**config.mk**
```make
export PLATFORM = sky130hd
export DESIGN_NAME = dma4_ctrl
export DESIGN_NICKNAME = d
export VERILOG_FILES = /design/src/rtl/dma4_ctrl.sv
export SDC_FILE = /design/constraint.sdc
export NUM_CORES = 1
export LEC_CHECK = 0
export CAP_MARGIN = 20
export CORE_MARGIN = 2
export CORE_UTILIZATION = 25
export CTS_CLUSTER_DIAMETER = 60
export DETAILED_ROUTE_END_ITERATION = 6
export SLEW_MARGIN = 20
export SYNTH_ARGS = -nofsm -noshare
export SYNTH_HDL_FRONTEND = slang
export SYNTH_SLANG_ARGS = --single-unit
```
**constraint.sdc**
```tcl
create_clock -name clk -period 6.2 [get_ports clk]
set_clock_uncertainty 0.2 [all_clocks]
set_input_delay 1.86 -clock clk [delete_from_list [all_inputs] [get_ports clk]]
set_output_delay 1.86 -clock clk [all_outputs]
set_load 0.005 [all_outputs]
```
**src/rtl/dma4_ctrl.sv**
```systemverilog
module dma4_ctrl (
  input  logic        clk,
  input  logic        rst_n,
  input  logic        host_wr,
  input  logic        host_rd,
  input  logic [3:0]  host_addr,
  input  logic [7:0]  host_wdata,
  output logic [7:0]  host_rdata,
  input  logic [3:0]  dreq,
  output logic [3:0]  dack,
  output logic        hold_req,
  input  logic        hold_ack,
  output logic [15:0] bus_addr,
  output logic        mem_wr,
  output logic        mem_rd,
  output logic        tc_pulse
);
  localparam int NCH = 4;
  localparam int RW  = 16;

  logic [RW-1:0] base_addr [NCH];
  logic [RW-1:0] base_cnt  [NCH];
  logic [RW-1:0] cur_addr  [NCH];
  logic [RW-1:0] cur_cnt   [NCH];
  logic [5:0]    mode_q    [NCH];
  logic [NCH-1:0] mask_q, sreq_q, tc_flags, auto_vec;
  logic ptr_hi;

  wire [NCH-1:0] pending = dreq | sreq_q;
  wire [NCH-1:0] active  = pending & ~mask_q;

  logic [1:0] gsel;
  always_comb begin
    gsel = 2'd0;
    for (int i = NCH - 1; i >= 0; i--)
      if (active[i]) gsel = 2'(i);
  end

  always_comb
    for (int i = 0; i < NCH; i++) auto_vec[i] = mode_q[i][2];

  wire [5:0]    gmode    = mode_q[gsel];
  wire          grant_on = hold_req & hold_ack;
  wire          xfer     = grant_on & (gmode[5:4] != 2'b11);
  wire          at_tc    = xfer & (cur_cnt[gsel] == '0);
  wire [RW-1:0] step_addr = gmode[3] ? cur_addr[gsel] - 16'd1 : cur_addr[gsel] + 16'd1;

  assign hold_req = |active;
  assign dack     = grant_on ? (4'b0001 << gsel) : 4'b0000;
  assign bus_addr = xfer ? cur_addr[gsel] : '0;
  assign mem_wr   = xfer & (gmode[1:0] == 2'b01);
  assign mem_rd   = xfer & (gmode[1:0] == 2'b10);
  assign tc_pulse = at_tc;

  wire [1:0] hch   = host_addr[2:1];
  wire       chreg = ~host_addr[3];
  wire [1:0] wch   = host_wdata[1:0];

  logic [RW-1:0] rsel;
  always_comb begin
    rsel = host_addr[0] ? cur_cnt[hch] : cur_addr[hch];
    host_rdata = 8'h00;
    if (host_rd) begin
      if (chreg)                   host_rdata = ptr_hi ? rsel[15:8] : rsel[7:0];
      else if (host_addr == 4'h8)  host_rdata = {pending, tc_flags};
    end
  end

  always_ff @(posedge clk or negedge rst_n) begin
    if (!rst_n) begin
      for (int i = 0; i < NCH; i++) begin
        base_addr[i] <= '0;
        base_cnt[i]  <= '0;
        cur_addr[i]  <= '0;
        cur_cnt[i]   <= '0;
        mode_q[i]    <= '0;
      end
      mask_q   <= '1;
      sreq_q   <= '0;
      tc_flags <= '0;
      ptr_hi   <= 1'b0;
    end else begin
      if ((host_rd || host_wr) && !chreg && host_addr == 4'h8 && host_rd) tc_flags <= '0;
      if (host_wr && host_addr == 4'hD) tc_flags <= '0;

      if (xfer) begin
        cur_addr[gsel] <= step_addr;
        cur_cnt[gsel]  <= cur_cnt[gsel] - 16'd1;
        if (at_tc) begin
          tc_flags[gsel] <= 1'b1;
          sreq_q[gsel]   <= 1'b0;
          if (gmode[2]) begin
            cur_addr[gsel] <= base_addr[gsel];
            cur_cnt[gsel]  <= base_cnt[gsel];
          end else begin
            mask_q[gsel] <= 1'b1;
          end
        end
      end

      if ((host_rd || host_wr) && chreg) ptr_hi <= ~ptr_hi;

      if (host_wr) begin
        if (chreg) begin
          if (host_addr[0]) begin
            if (ptr_hi) begin
              base_cnt[hch][15:8] <= host_wdata;
              cur_cnt[hch][15:8]  <= host_wdata;
            end else begin
              base_cnt[hch][7:0] <= host_wdata;
              cur_cnt[hch][7:0]  <= host_wdata;
            end
          end else begin
            if (ptr_hi) begin
              base_addr[hch][15:8] <= host_wdata;
              cur_addr[hch][15:8]  <= host_wdata;
            end else begin
              base_addr[hch][7:0] <= host_wdata;
              cur_addr[hch][7:0]  <= host_wdata;
            end
          end
        end else begin
          case (host_addr)
            4'h9: sreq_q[wch] <= host_wdata[2];
            4'hA: mask_q[wch] <= host_wdata[2];
            4'hB: mode_q[wch] <= host_wdata[7:2];
            4'hC: ptr_hi <= 1'b0;
            4'hD: begin
              mask_q <= '1;
              sreq_q <= '0;
              ptr_hi <= 1'b0;
            end
            4'hE: mask_q <= '0;
            4'hF: mask_q <= host_wdata[3:0];
            default: ;
          endcase
        end
      end
    end
  end
endmodule

```
==> results.toml, run 1 <==
[placement]
port_buffers = 52
place_congestion = 0.956
hpwl_mm = 50.8
post_dp_cell_area_um2 = 20000

[logic_synthesis]
yosys_warnings = 0
netlist_instances = 1991
synthArstFlopShare_pct = 100
synth_area_per_cell_um2 = 8.59
syn_nets = 2024
synth_top_flop_cell = "dfrtp_1"
synth_fa_ha_area_share_pct = 1.04
yosysSeqAreaShare_pct = 42.9
synthMuxAreaShare_pct = 10.3
synth_compound_area_share_pct = 18.7
syn_area_um2 = 17100
synthDistinctLibCells = 95
synth-seq-cells = 293
post_synth_and_or_nand_nor_area_fraction_pct = 21.8
synth_edf_count = 0
synthXorXnorAreaFrac_pct = 1.58
synth_top_family_by_area = "simple AND/OR/NAND/NOR gates"

[min_path]
min_from = "base_cnt[21]"
min_to = "base_cnt[21]"
min_path_cells = 2
hold_class = "reg2reg"

[final_layout]
design_area_um2 = 21400
layout.area.seq_um2 = 7340
multi_input_area_um2 = 9340
drive_gt1_share_pct = 20.0
nets = 2222
area_growth_pct = 25.4
most-common-layout-cells = "nand2_1, dfrtp_1, buf_4"
final_common_cell = "nand2_1"
fillers = 6999

[power]
pwr-share-seq_pct = 31.6
p_sw_share_pct = 41.6
leakagePower_nw = 9.42
peakVddDrop_mv = 0.181
p_comb_share_pct = 47.8
p_sw_w = 0.00423
pwr_density_cell_nw_per_um2 = 474
clkPwrFrac_pct = 20.6
p_int_w = 0.00594

[drt]
antenna_left = 0
finalWirelength_mm = 71.3
first_pass_iters = 6
viasPerCell = 5.45
wire_per_inst_um = 23.1
drt-initial-drc-count = 2140
vias = 16800
drc_errors = 0

[global_routing]
antenna_found_initial = 1
grt_pass1_vias = 16000
grt_usage_pct = 19.9
grt_pass1_wl_mm = 106
gr-total-overflow = 0
grt_max_degree = 109

[floorplan]
fp.dieW_um = 266
die_y_um = 266
core_um2 = 67400
ios = 53
start_util_pct = 25.4
num_rows = 95
die_area_um2 = 70500

[timing]
min_period_ns = 6.20
relSlewSlack_pct = 22.3
slew_viol_final = 0
hold_viol = 0
min_period_over_period_pct = 99.9
max_freq_ghz = 0.161
rsz0062_at_grt = "yes"
worst_pin_slew_ns = 1.16
fin_setup_tns_ns = 0
final-setup-viol-count = 0

[cts]
clkLatencyLatePin_ns = 0.57
cts_root_buffer = "clkbuf_16"
numCtsBuffers = 38
clk_path_buf_depth = 3
cts_sinks = 293
path_clk_slew_ns = 0.06
cts_tree = "built"
h-tree-depth = 2

[critical_path]
path_class = "in2out"
cp-startpoint = "host_addr[1]"
worst_setup_path_end_kind = "primary output"
r2r-start = "mask_q[0]"
rrSetupSlack_ns = 1.65
timing.rr.end = "cur_addr[61]"
crit_path_start_kind = "primary input"
crit_required_ns = 4.14
worst_r2r_path_depth = 18
path_max_fanout = 7
crit_arrival_ns = 4.14

[outcome]
outcome = "completed"

[run]
drv_cap = 0
## timing repair
item                       in CTS  in global routing
hold buffers                    0                  0
setup buffers                   9                  2
cloned                          1                  0
resized for setup              45                 19
setup endpoints to repair      29                 16
pin swaps                      13                  3
## final cells by class
cell class / instances / area share [%]
clock buffer: 48 / 4.70
antenna: 1 / 0.0117
tap: 873 / 5.09
timing repair buffer: 288 / 11.5
clock inverter: 17 / 0.718
sequential: 293 / 34.2
inverter: 15 / 0.263
multi-input combinational: 1553 / 43.5
## kinds of logic (layout without fill, tap and decap cells)
| logic type | count (synthesis) | after routing |
|---|---|---|
| adder cells (fa/ha/maj) | 14 | 14 |
| multiplexers | 130 | 130 |
| other | 0 | 1 |
| XOR/XNOR | 30 | 30 |
| flip-flops | 293 | 293 |
| AO/OA/AOI/OAI | 494 | 495 |
| buffers and inverters | 146 | 368 |
| AND/OR/NAND/NOR | 884 | 884 |
## synth_stat cells, drive strengths merged (5+ instances only)
cell type    n  area share (%)
and3        11            0.43
a211oi       7            0.31
and2         9            0.33
buf         41             1.4
nor2b        6            0.22
nand3       55             1.6
xnor2       17            0.91
or3         12            0.44
mux4        34             4.5
nand2b      10            0.37
o21ai      233             7.0
a22o         8            0.41
o22a         6            0.31
o31ai        5            0.30
xor2        13            0.67
o221ai      12            0.65
clkbuf      90             2.0
o21bai       7            0.48
nor3        48             1.4
inv         15            0.33
a221oi      36             1.9
o22ai       12            0.44
a22oi        9            0.40
a31oi       12            0.48
nand2      571              13
ha          11            0.80
mux2        26             1.7
dfrtp      289              42
a21oi       91             2.8
nand4       18            0.66
nor2       132             3.0
o211ai      18            0.88
mux2i       70             4.1
## sequential cells by signal, indices dropped and copies added, names as in the netlist
signal	flops
base_cnt	64
cur_cnt	64
tc_flags	4
cur_addr	64
sreq_q	4
base_addr	64
auto_vec	4
mask_q	4
mode_q	20
ptr_hi	1
## worst max path at each step
stage | end | slack [ns]
floorplan | cur_addr[63] | 0.35
global placement | mem_wr | -0.98
detailed placement | mem_wr | -0.96
CTS | bus_addr[1] | 0.01
global route | tc_pulse | -0.01
finish | host_rdata[5] | 0.004
## critical path: stages
cell	delay (ns)
buf_2	0.25
buf_4	0.24
buf_4	0.19
mux4_2	0.34
mux4_2	0.51
inv_1	0.08
o21ai_0	0.16
clkdlybuf4s50_1	0.51
## through the flow
step / setup slack (ns) / hold WS (ns) / util (%) / std cells / total power, W
floorplan: 0.345 / 0.246 / - / 1991 / 0.00568
global placement: -0.984 / 0.257 / 29.7 / 3011 / 0.00786
detailed placement: -0.959 / 0.263 / 29.7 / 3011 / 0.00787
CTS: 0.00985 / 0.277 / 31.7 / 3085 / 0.0101
global route: -0.0120 / 0.290 / 31.8 / 3087 / 0.0107
finish: 0.00433 / 0.274 / 31.8 / 3088 / 0.0102
## power groups by stage
stage	sequential, W	combinational, W	clock [W]
floorplan	0.00291	0.00277	0
global placement	0.00321	0.00465	0
detailed placement	0.00319	0.00469	0
CTS	0.00318	0.00477	0.00212
global route	0.00327	0.00525	0.00220
finish	0.00321	0.00487	0.00209
## layer usage
| layer | track usage (%) | part of all wire [%] | vias to the layer above |
|---|---|---|---|
| met3 | 3.74 | 9.0 | 164 |
| met5 | 0 | 0 | - |
| met1 | 27.6 | 43 | 8307 |
| li1 | - | - | 7482 |
| met2 | 30.5 | 44 | 875 |
| met4 | 7.73 | 4.0 | 0 |
No activity file was read; power rests on OpenSTA's default activity.
==> run 2: changes to the inputs <==
==> constraint.sdc (replaced) <==
create_clock -name clk -period 6.2 [get_ports clk]
set_clock_uncertainty 0.2 [all_clocks]
set_input_delay 1.24 -clock clk [delete_from_list [all_inputs] [get_ports clk]]
set_output_delay 1.24 -clock clk [all_outputs]
set_load 0.005 [all_outputs]
==> run 2 against run 1 <==
Utilization is 1.9 points lower. Routed wire length is 0.94% lower. First-iteration DRC count is 2.2% higher. Critical path type unchanged. Largest power group unchanged.
==> results.toml, run 2 (same netlist as run 1, synthesis figures left out) <==
[critical_path]
crit_path_start_kind = "primary input"
worst_setup_path_end_kind = "primary output"
cp_slowest_cell = "clkdlybuf4s50_1"
r2r-start = "sreq_q[3]"
crit_arrival_ns = 4.56
crit_chain = "clkdlybuf4s50_1 > o21ba_1 > o31ai_4 > a221oi_1 > and3_1 > nand3_1 > nor3b_4 > clkdlybuf4s50_1"
path_class = "in2out"
rrSetupSlack_ns = 1.51
slowest_delay_ns = 0.59
timing.rr.end = "cur_addr[45]"
path_max_fanout = 10
crit_required_ns = 4.76
cpMostUsedCell = "clkdlybuf4s50_1"
worst_r2r_path_depth = 14

[timing]
hold_viol = 0
fin_setup_tns_ns = 0
slew_viol_final = 0
final-setup-viol-count = 0
min_period_ns = 6.00
worst_pin_slew_ns = 1.13
setup_slack_ns = 0.205
max_freq_ghz = 0.167
rsz0062_at_grt = "no"
min_period_over_period_pct = 96.7
relSlewSlack_pct = 24.3

[final_layout]
most-common-layout-cells = "nand2_1, dfrtp_1, o21ai_0"
drive_gt1_share_pct = 13.3
final_common_cell = "nand2_1"
area_growth_pct = 17.7
layout.cells.non_filler = 2940
fin_util_pct = 29.9
nets = 2071

[global_routing]
gr-total-overflow = 0
grt_max_degree = 140
antenna_found_initial = 3
grt_pass1_vias = 15800
grt_usage_pct = 19.9
grt_pass1_wl_mm = 105

[drt]
route.met3.wl_mm = 7.12
antenna_left = 0
drt-initial-drc-count = 2188
wl_met2_mm = 30.5
finalWirelength_mm = 70.7
top_layer = "met4"
drc_errors = 0
viasPerCell = 5.59
first_pass_iters = 6
wire_per_inst_um = 24.0
vias = 16400
m1WireLength_mm = 29.3

[floorplan]
fp.dieW_um = 266
die_area_um2 = 70500
die_y_um = 266
num_rows = 95
ios = 53
core_um2 = 67400
start_util_pct = 25.4

[cts]
cts_root_buffer = "clkbuf_16"
cts_tree = "built"
cts.repair.resized = 0
hold_buffers = 0
path_clk_slew_ns = 0.06
cts_sinks = 293
clkLatencyLatePin_ns = 0.56
numCtsBuffers = 39
cts_post_setup_buffers_inserted = 0
h-tree-depth = 2
clk_path_buf_depth = 3

[power]
pwr_density_cell_nw_per_um2 = 477
leakagePower_nw = 8.61
p_int_w = 0.00553
p_comb_share_pct = 43.5
p_sw_share_pct = 42.4
peakVddDrop_mv = 0.160
p_sw_w = 0.00407
pwr-share-seq_pct = 33.4
clkPwrFrac_pct = 23.1

[run]
drv_cap = 0

[placement]
place_congestion = 0.970
placedCellCount = 2870
hpwl_mm = 49.2
pre_cts_slack_ns = 0.276
port_buffers = 52

[min_path]
min_from = "base_cnt[44]"
hold_class = "reg2reg"
min_path_cells = 2
min_to = "base_cnt[44]"

[outcome]
outcome = "completed"
[run 2: cell count changes in the layout (fill, tap and decap cells not counted), moves of 5 or more]
cell,delta
buf_12,-6
buf_4,-133
buf_6,-13
clkdlybuf4s50_1,+6
clkbuf_8,+5
[run 2: final cells by class]
cell class | count | area, um2
Fill cell | 7046 | 47300
Sequential cell | 293 | 7340
Tap cell | 873 | 1090
Timing Repair Buffer | 137 | 1200
Clock buffer | 56 | 1110
Inverter | 15 | 56.3
Multi-Input combinational cell | 1552 | 9190
Clock inverter | 12 | 138
Antenna cell | 2 | 5.00
[run 2: worst max-delay path, delay by kind of cell]
kind	cells	cell delay (ns)
and+or+nand+nor	3	0.80
AOI/OAI and AO/OA	3	1.35
buffers and inverters	2	1.15
[run 2: layer usage]
metal,vias to the layer above,global-route usage [%]
li1,7160,-
met1,8070,27.4
met2,975,29.8
met3,221,3.19
met4,0,10.6
met5,-,0
[run 2: worst max-delay path by stage]
stage | start | to | slack (ns) | cells past startpoint
after floorplan | dreq[2] | cur_addr[63] | 0.97 | 19
after global placement | dreq[1] | tc_pulse | 0.33 | 8
after detailed placement | dreq[1] | tc_pulse | 0.28 | 9
after CTS | dreq[1] | tc_pulse | 0.25 | 8
after global routing | dreq[1] | tc_pulse | 0.12 | 8
final | dreq[1] | tc_pulse | 0.20 | 8
[run 2: power by group through the flow]
stage          clock, W  sequential [W]  combinational (W)
3_5_place_dp          0         0.00319            0.00410
5_1_grt         0.00233         0.00326            0.00455
4_1_cts         0.00224         0.00317            0.00413
2_1_floorplan         0         0.00291            0.00277
3_3_place_gp          0         0.00321            0.00407
6_report        0.00222         0.00321            0.00417
[run 2: per-stage QoR]
step	instance area (um2)	total power, W	hold slack [ns]
4_1_cts	20100	0.00954	0.278
3_5_place_dp	18900	0.00729	0.263
5_1_grt	20100	0.0101	0.291
6_report	20100	0.00960	0.274
2_1_floorplan	17100	0.00568	0.246
3_3_place_gp	18900	0.00728	0.257
==> run 3: changes to the inputs <==
--- a/config.mk
+++ b/config.mk
@@ -5,11 +5,13 @@
 export SDC_FILE = /design/constraint.sdc
 export NUM_CORES = 1
 export LEC_CHECK = 0
+export ABC_AREA = 1
 export CAP_MARGIN = 20
 export CORE_MARGIN = 2
 export CORE_UTILIZATION = 25
 export CTS_CLUSTER_DIAMETER = 60
 export DETAILED_ROUTE_END_ITERATION = 6
+export GPL_TIMING_DRIVEN = 0
 export SLEW_MARGIN = 20
 export SYNTH_ARGS = -nofsm -noshare
 export SYNTH_HDL_FRONTEND = slang
==> run 3 against run 2 <==
The run now ends with setup timing left. Critical path depth is 1 higher. Largest cell class unchanged. Clock power increased by 9.5%. First-iteration DRC count up 43%. Routed wire length up 46%. Die area is 8.7% higher.
==> results.toml, run 3 <==
[outcome]
outcome = "complete, but fails checks"
violations = "setup timing"

[final_layout]
fillers = 8186
design_area_um2 = 22000
nets = 2854
drive_gt1_share_pct = 7.58
area_growth_pct = 18.2
final_common_cell = "nand2_1"
most-common-layout-cells = "nand2_1, inv_1, dfrtp_1"

[critical_path]
timing.rr.end = "cur_addr[56]"
crit_required_ns = 4.76
worst_setup_path_end_kind = "primary output"
crit_arrival_ns = 4.82
crit_path_start_kind = "primary input"
cp-endpoint = "host_rdata[7]"
r2r-start = "sreq_q[2]"
worst_r2r_path_depth = 15
path_max_fanout = 10
rrSetupSlack_ns = 0.99
cp-startpoint = "host_addr[1]"
path_class = "in2out"

[cts]
hold_buffers = 0
cts_sinks = 293
numCtsBuffers = 39
clk_path_buf_depth = 3
path_clk_slew_ns = 0.05
clkLatencyLatePin_ns = 0.59
cts_root_buffer = "clkbuf_16"
h-tree-depth = 2
cts_tree = "built"

[logic_synthesis]
yosysMostFrequentCell = "nand2_1"
syn_nets = 2760
synth_area_per_cell_um2 = 6.82
synth_top_flop_cell = "dfrtp_1"
synth_top_area_share_pct = 38.9
synth.area.top_cells = "dfrtp_1, nand2_1, o21ai_0"
yosysSeqAreaShare_pct = 39.4
synthArstFlopShare_pct = 100
synthTopCellsByCount = "nand2_1, inv_1, dfrtp_1, o21ai_0, a21oi_1"
synth-seq-cells = 293
netlist_instances = 2727
syn_area_um2 = 18600
synthDistinctLibCells = 57
yosys_warnings = 0
synth_edf_count = 0
synth_top_cell_by_area = "dfrtp_1"

[timing]
worst_pin_slew_ns = 1.22
min_period_ns = 6.26
fin_worst_hold_slack_ns = 0.263
rsz0062_at_grt = "no"
final-setup-viol-count = 1
setup_slack_ns = -0.0650
relSlewSlack_pct = 18.8
slew_viol_final = 0
hold_viol = 0
max_freq_ghz = 0.160
fin_setup_tns_ns = -0.0650
min_period_over_period_pct = 101

[floorplan]
num_rows = 100
die_area_um2 = 76600
ios = 53
die_y_um = 277
core_um2 = 74100
start_util_pct = 25.1
fp.dieW_um = 277

[run]
drv_cap = 0

[global_routing]
grt_max_degree = 96
antenna_found_initial = 2
gr-total-overflow = 0
grt_usage_pct = 26.3
grt_pass1_vias = 20000
grt_pass1_wl_mm = 146

[drt]
finalWirelength_mm = 103
first_pass_iters = 6
wire_per_inst_um = 27.0
vias = 21100
drc_errors = 0
viasPerCell = 5.51
drt-initial-drc-count = 3121
antenna_left = 0

[placement]
post_dp_cell_area_um2 = 20400
port_buffers = 46
hpwl_mm = 75.5
place_congestion = 1.03

[power]
leakagePower_nw = 10.4
peakVddDrop_mv = 0.181
finalPower_w = 0.0103
pwr_density_cell_nw_per_um2 = 470

[min_path]
hold_class = "reg2reg"
min_path_cells = 2
==> run 3: changes by cell type after synthesis, moves of 16 or more <==
cell / change
nand3_1: +75
clkbuf_1: +16
nand2_1: +239
mux4_2: -34
mux2_2: -26
mux2i_1: -69
o21ai_0: +129
a221oi_1: -23
nor3_1: -40
inv_1: +313
a21oi_1: +144
o211ai_1: +35
o22ai_1: +53
==> run 3: per-layer routing <==
metal / part of all wire, % / GRT usage [%] / vias up
li1: - / - / 9212
met1: 40 / 34.8 / 10000
met2: 41 / 38.3 / 1430
met3: 11 / 5.42 / 387
met4: 7.6 / 18.3 / 0
met5: 0 / 0 / -
==> run 3: final cells by class <==
class	count	area, um2	area share (%)
Multi-Input combinational cell	1934	9340	42.5
Antenna cell	4	10.0	0.0455
Inverter	348	1310	5.96
Buffer	145	790	3.59
Timing Repair Buffer	60	637	2.90
Sequential cell	293	7340	33.4
Clock buffer	49	1080	4.93
Clock inverter	22	274	1.25
Tap cell	969	1210	5.51
==> run 3: through the flow <==
| step | utilization, % | worst slack, ns | cells |
|---|---|---|---|
| after floorplan | - | 1.61 | 2727 |
| after CTS | 29.6 | -0.00782 | 3816 |
| after detailed placement | 27.5 | -1.29 | 3746 |
| after global placement | 27.4 | -10.12 | 3742 |
| after global routing | 29.7 | 0.00149 | 3820 |
| final | 29.7 | -0.0650 | 3824 |
==> run 3: kinds of logic after synthesis <==
family,count (synthesis),synth area share (%)
flip-flops,293,39.4
buffers and inverters,500,10.6
AO/OA/AOI/OAI,774,23.6
AND/OR/NAND/NOR,1133,24.8
adder cells (fa/ha/maj),12,0.847
XOR/XNOR,15,0.706
==> run 3: what timing repair did <==
action,4_1_cts,5_1_grt
gates resized for setup,48,30
endpoints found under the setup margin,81,26
buffers inserted,6,4
pin swaps,5,2
==> run 3: where the power goes <==
part	switching [W]	total (W)	internal [W]
clock network	0.00100	0.00243	0.00143
logic	0.00348	0.00487	0.00140
registers	0.000453	0.00305	0.00259
total	0.00493	0.0103	0.00542
==> run 3: worst min path at each step <==
stage / startpoint / endpoint / slack [ns]
final: base_addr[55] / base_addr[55] / 0.26
after global routing: base_addr[49] / base_addr[49] / 0.28
after CTS: base_cnt[49] / base_cnt[49] / 0.27
after detailed placement: base_addr[49] / base_addr[49] / 0.25
after global placement: base_cnt[49] / base_cnt[49] / 0.25
after floorplan: base_addr[32] / base_addr[32] / 0.24
==> run 3: worst max-delay path, cell delays in order <==
cell and delay, ns:
clkdlybuf4s50_1 0.62, nand2_1 0.31, clkbuf_2 0.41, o2111ai_1 0.62, o21ai_0 0.23, a31oi_1 0.44, o21ai_0 0.24, o22ai_1 0.18
clkdlybuf4s50_1 0.53
